[config.mk]
export PLATFORM = sky130hd
export DESIGN_NAME = stopwatch_core
export DESIGN_NICKNAME = d
export VERILOG_FILES = /design/src/rtl/sw_pkg.sv /design/src/rtl/sw_tick_div.sv /design/src/rtl/sw_toggle_ctrl.sv /design/src/rtl/sw_digit.sv /design/src/rtl/stopwatch_core.sv
export SDC_FILE = /design/constraint.sdc
export NUM_CORES = 1
export LEC_CHECK = 0
export BUFFER_PORTS_ARGS = -buffer_cell sky130_fd_sc_hd__buf_2
export CAP_MARGIN = 10
export CORE_UTILIZATION = 42
export DETAILED_ROUTE_END_ITERATION = 12
export GPL_TIMING_DRIVEN = 0
export REMOVE_ABC_BUFFERS = 1
export SLEW_MARGIN = 20
export SYNTH_ARGS = -nofsm -noshare
export SYNTH_HDL_FRONTEND = slang
export SYNTH_SLANG_ARGS = --single-unit
[constraint.sdc]
create_clock -name clk -period 3.35 [get_ports clk]
set_input_delay 0.335 -clock clk [delete_from_list [all_inputs] [get_ports clk]]
set_output_delay 0.335 -clock clk [all_outputs]
set_load 0.02 [all_outputs]
[src/rtl/sw_pkg.sv]
package sw_pkg;

   localparam int NUM_DIGITS   = 6;
   localparam int IDX_HUND     = 0;
   localparam int IDX_TENTHS   = 1;
   localparam int IDX_SEC_UNIT = 2;
   localparam int IDX_SEC_TENS = 3;
   localparam int IDX_MIN_UNIT = 4;
   localparam int IDX_MIN_TENS = 5;

   // press/release controller: bit 0 = counting enabled
   typedef enum logic [1:0] {
      ST_HALTED   = 2'b00,
      ST_GO_HELD  = 2'b01,
      ST_COUNTING = 2'b11,
      ST_STOP_HELD = 2'b10
   } sw_state_e;

   function automatic int digit_modulus(input int idx);
      return (idx == IDX_SEC_TENS || idx == IDX_MIN_TENS) ? 6 : 10;
   endfunction

endpackage

[src/rtl/sw_tick_div.sv]
module sw_tick_div #(
   parameter int TICK_DIV = 50
) (
   input  logic clk,
   input  logic rst,
   output logic tick
);
   localparam int CW = (TICK_DIV > 2) ? $clog2(TICK_DIV) : 1;
   localparam logic [CW-1:0] LAST = CW'(TICK_DIV - 1);

   logic [CW-1:0] phase_q;

   assign tick = (phase_q == LAST);

   always_ff @(posedge clk or posedge rst) begin
      if (rst)       phase_q <= '0;
      else if (tick) phase_q <= '0;
      else           phase_q <= phase_q + CW'(1);
   end
endmodule

[src/rtl/sw_toggle_ctrl.sv]
module sw_toggle_ctrl
   import sw_pkg::*;
(
   input  logic clk,
   input  logic rst,
   input  logic btn,
   output logic run
);
   sw_state_e state_q, state_d;

   always_comb begin
      state_d = state_q;
      unique case (state_q)
         ST_HALTED:    if (btn)  state_d = ST_GO_HELD;
         ST_GO_HELD:   if (!btn) state_d = ST_COUNTING;
         ST_COUNTING:  if (btn)  state_d = ST_STOP_HELD;
         ST_STOP_HELD: if (!btn) state_d = ST_HALTED;
         default:                state_d = ST_HALTED;
      endcase
   end

   always_ff @(posedge clk or posedge rst) begin
      if (rst) state_q <= ST_HALTED;
      else     state_q <= state_d;
   end

   assign run = state_q[0];
endmodule

[src/rtl/sw_digit.sv]
module sw_digit #(
   parameter int W   = 4,
   parameter int MOD = 10
) (
   input  logic         clk,
   input  logic         rst,
   input  logic         inc,
   output logic [W-1:0] value,
   output logic         at_max
);
   localparam logic [W-1:0] TOP = W'(MOD - 1);

   generate
      if (MOD < 2 || MOD > (1 << W)) begin : g_bad_mod
         $error("sw_digit: MOD does not fit W bits");
      end
   endgenerate

   assign at_max = (value == TOP);

   always_ff @(posedge clk or posedge rst) begin
      if (rst)         value <= '0;
      else if (inc)    value <= at_max ? '0 : value + W'(1);
   end
endmodule

[src/rtl/stopwatch_core.sv]
module stopwatch_core
   import sw_pkg::*;
#(
   parameter int TICK_DIV = 50,
   parameter int DIGIT_W  = 4
) (
   input  logic               clk,
   input  logic               rst,
   input  logic               btn,
   output logic               running,
   output logic [DIGIT_W-1:0] min_tens,
   output logic [DIGIT_W-1:0] min_units,
   output logic [DIGIT_W-1:0] sec_tens,
   output logic [DIGIT_W-1:0] sec_units,
   output logic [DIGIT_W-1:0] tenths,
   output logic [DIGIT_W-1:0] hundredths
);
   localparam int ND = NUM_DIGITS;

   generate
      if (TICK_DIV < 2) begin : g_bad_div
         $error("stopwatch_core: TICK_DIV must be at least 2");
      end
      if (DIGIT_W < 4) begin : g_bad_w
         $error("stopwatch_core: DIGIT_W must hold a BCD digit");
      end
   endgenerate

   logic               tick_w;
   logic [DIGIT_W-1:0] digit_q [ND];
   logic [ND-1:0]      at_max;
   logic [ND:0]        carry;

   sw_tick_div #(.TICK_DIV(TICK_DIV)) i_div (
      .clk  (clk),
      .rst  (rst),
      .tick (tick_w)
   );

   sw_toggle_ctrl i_ctrl (
      .clk (clk),
      .rst (rst),
      .btn (btn),
      .run (running)
   );

   assign carry[0] = tick_w & running;

   generate
      for (genvar g = 0; g < ND; g++) begin : g_digit
         localparam int MOD = digit_modulus(g);
         sw_digit #(.W(DIGIT_W), .MOD(MOD)) i_dig (
            .clk    (clk),
            .rst    (rst),
            .inc    (carry[g]),
            .value  (digit_q[g]),
            .at_max (at_max[g])
         );
         assign carry[g+1] = carry[g] & at_max[g];
      end
   endgenerate

   assign hundredths = digit_q[IDX_HUND];
   assign tenths     = digit_q[IDX_TENTHS];
   assign sec_units  = digit_q[IDX_SEC_UNIT];
   assign sec_tens   = digit_q[IDX_SEC_TENS];
   assign min_units  = digit_q[IDX_MIN_UNIT];
   assign min_tens   = digit_q[IDX_MIN_TENS];
endmodule

==> results.py <==
metrics = {
    "outcome": {
        "status": "finished clean",
    },
    "job": {
        "max-cap-violations": 0,
    },
    "power_and_ir_drop": {
        "p_int_w": 0.000564,
        "pwr-share-clk_pct": 41.8,
        "power_frac_seq_pct": 55.0,
        "switchingPower_w": 0.000159,
        "peakVddDrop_uv": 310,
        "swShare_pct": 22.0,
        "pwr-share-comb_pct": 3.2,
        "p_leak_nw": 0.902,
        "p_total_w": 0.000724,
        "p_per_area_nw_per_um2": 381,
    },
    "timing": {
        "finClkSkew_ps": 6.96,
        "worstMarginPinSlew_ps": 657,
        "period_share_pct": 58.8,
        "fin_ws_ps": 1380,
        "tns_ps": 0,
        "maxSlewHeadroom_pct": 56.1,
        "fmax_mhz": 508,
        "rsz0062_at_grt": "false",
        "final_max_slew_viol_count": 0,
        "setup-violations-final": 0,
        "post-route-min-period_ps": 1970,
        "hold_viol": 0,
    },
    "worst_setup_path": {
        "crit_type": "reg2reg",
        "worst_path_max_delay_cell": "or4_1",
        "endpoint_kind": "register",
        "required_ps": 3570,
        "rr_startpoint": "i_div.phase_q[1]",
        "cp_max_fo": 16,
        "cpPeakStageDelay_ps": 600,
        "reg2reg_slack_ps": 1380,
        "start_kind": "register",
        "cp.arrival_ps": 2190,
        "worstRegToRegCells": 6,
        "r2r_end": "g_digit[2].i_dig.value[3]",
        "path_cells": "inv_1 -> ha_1 -> and3b_1 -> nand4_2 -> or4_1 -> nand3_1",
    },
    "layout": {
        "area_growth_pct": 17.2,
        "final_cell_count_no_fill": 233,
        "fill_cells": 352,
        "diodes": 0,
        "drive_gt1_share_pct": 23.8,
        "fin_nets": 189,
    },
    "global_routing": {
        "first_global_vias": 1132,
        "grt_pass1_wl_mm": 5.15,
        "grtUsageTotal_pct": 16.7,
        "grt_max_degree": 33,
        "grt_overflow": 0,
        "antenna_found_initial": 0,
    },
    "floorplan": {
        "die-area_um2": 4110,
        "start_util_pct": 43.9,
        "num_rows": 22,
        "core-area_um2": 3690,
        "die_h_um": 64.1,
        "io_pins": 28,
        "die_w_um": 64.1,
    },
    "clocking": {
        "cts_setup_buffers": 0,
        "holdBufCountCts": 0,
        "cts_sinks": 32,
        "cts_buffers": 5,
        "clockBufferDepth": 2,
        "clockRootBuffer": "clkbuf_8",
        "clk_latency_ps": 280,
        "cts_resized": 0,
        "cts_tree": "yes",
        "path_clk_slew_ps": 70,
        "h-tree-depth": 2,
    },
    "synth": {
        "ys_seq_area_share_pct": 49.4,
        "yosysTopAreaCellShare_pct": 49.4,
        "ys.flop_type": "dfrtp_1",
        "yosys-top-cells-area": "dfrtp_1 49%, xnor2_1 5.9%, nand4bb_4 3.4%, nand2_1 3.2%, xor2_1 2.7%",
        "synth-edff-count": 0,
        "synth_area_per_cell_um2": 10.7,
        "async_flop_share_pct": 100,
        "netlist_area_um2": 1620,
        "synth-seq-cells": 32,
        "ys.warnings.count": 0,
        "netlist_instances": 152,
        "synth_cell_type_count": 38,
        "synth_top_cell_by_area": "dfrtp_1",
    },
    "routing": {
        "drc_errors": 0,
        "met3WireLength_um": 108,
        "highest_layer": "met4",
        "antenna_left": 0,
        "wl_per_cell_um": 12.8,
        "routed-wl-met2_mm": 1.47,
        "wl_met1_mm": 1.38,
        "vias": 1208,
        "wirelength_mm": 2.99,
        "via_per_inst": 5.18,
        "firstDrtPassIters": 4,
        "drt_iter0_markers": 48,
    },
    "placed_design": {
        "post-place-cells": 225,
        "port_buffers": 27,
        "dp_slack_ps": 1360,
        "detailed_place_hpwl_mm": 2.10,
        "place_congestion": 0.715,
    },
    "worst_hold_path": {
        "hold_class": "in2async",
    },
}
flip-flops by register name, summed over array words and instances (netlist names):
| signal | count |
|---|---|
| i_div.phase_q | 6 |
| g_digit.i_dig.value | 24 |
| i_ctrl.state_q | 2 |
per-layer routing:
layer,global-route usage (%),up-vias
met1,20.1,581
met3,5.36,4
li1,-,600
met5,0,-
met4,5.83,0
met2,27.9,23
power groups by stage:
stage | logic [W] | registers, W | clock network, W
final | 0.0000234 | 0.000398 | 0.000302
after global routing | 0.0000265 | 0.000398 | 0.000331
after CTS | 0.0000247 | 0.000398 | 0.000316
after detailed placement | 0.0000246 | 0.000405 | 0
after global placement | 0.0000240 | 0.000404 | 0
after floorplan | 0.0000139 | 0.000407 | 0
per-stage QoR:
stage | util [%] | instance area, µm² | hold WS, ps
detailed placement | 49.0 | 1810 | 436
finish | 51.5 | 1900 | 142
global placement | 49.0 | 1810 | 419
global route | 51.5 | 1900 | 211
CTS | 51.5 | 1900 | 173
floorplan | - | 1610 | 412
cell families after synthesis:
logic type / count (synthesis) / synth area share [%]
flops: 32 / 49.4
mux: 3 / 2.08
xor+xnor: 16 / 8.65
buf+inv: 10 / 2.39
compound gates: 22 / 8.96
simple gates: 67 / 27.0
fa+ha+maj: 2 / 1.54
synthesized netlist by cell type (2+ instances only):
library cell,number
nand2_1,14
nand4bb_1,2
nand2b_1,6
o31ai_1,3
xor2_1,5
mux2_2,2
xnor2_1,11
nor2_1,10
o41ai_1,4
a22o_1,2
nand3_1,7
o21ai_0,8
nand4bb_4,2
nand4_1,3
nand3b_1,2
dfrtp_1,32
ha_1,2
nor3_1,3
nor2b_1,6
inv_1,8
a21oi_1,3
cell type report:
class	instances	area, µm²	area share (%)
flip-flops and latches	32	801	42.2
multi-input cells	110	781	41.1
repair buffers	27	135	7.11
clock buffers	6	82.6	4.35
well taps	48	60.1	3.16
inverters	8	30.0	1.58
clock inverters	2	10.0	0.527
how the worst max path moves through the flow:
stage                     cells after the start  slack [ps]                 startpoint                         to
after global placement                        6        1400           i_div.phase_q[1]  g_digit[4].i_dig.value[3]
after CTS                                     6        1350           i_div.phase_q[1]  g_digit[2].i_dig.value[3]
final                                         6        1380           i_div.phase_q[1]  g_digit[2].i_dig.value[3]
after floorplan                               4        1470  g_digit[2].i_dig.value[1]  g_digit[5].i_dig.value[1]
after detailed placement                      6        1360           i_div.phase_q[1]  g_digit[2].i_dig.value[3]
after global routing                          6        1220           i_div.phase_q[1]  g_digit[2].i_dig.value[3]
critical path: cells and delay by family, from the launching register on:
family	cells	cell delay, ps
AND/OR/NAND/NOR	4	1320
adder cells (fa/ha/maj)	1	120
buffers and inverters	1	60
flip-flops	1	410
cell usage in the layout (no fill, tap or decap), types with 2 or more instances in the layout:
| master | instances |
|---|---|
| nor3_1 | 3 |
| nand4bb_4 | 2 |
| nand4_1 | 3 |
| nand2b_1 | 6 |
| nand4bb_1 | 2 |
| clkbuf_8 | 6 |
| nand3b_1 | 2 |
| mux2_2 | 2 |
| ha_1 | 2 |
| o31ai_1 | 3 |
| nor2b_1 | 6 |
| xnor2_1 | 11 |
| dfrtp_1 | 32 |
| xor2_1 | 5 |
| nand3_1 | 7 |
| nor2_1 | 10 |
| nand2_1 | 14 |
| a21oi_1 | 3 |
| a22o_1 | 2 |
| buf_2 | 27 |
| inv_1 | 7 |
| o21ai_0 | 8 |
| clkinv_2 | 2 |
| o41ai_1 | 4 |
No activity file was read; power rests on OpenSTA's default activity.
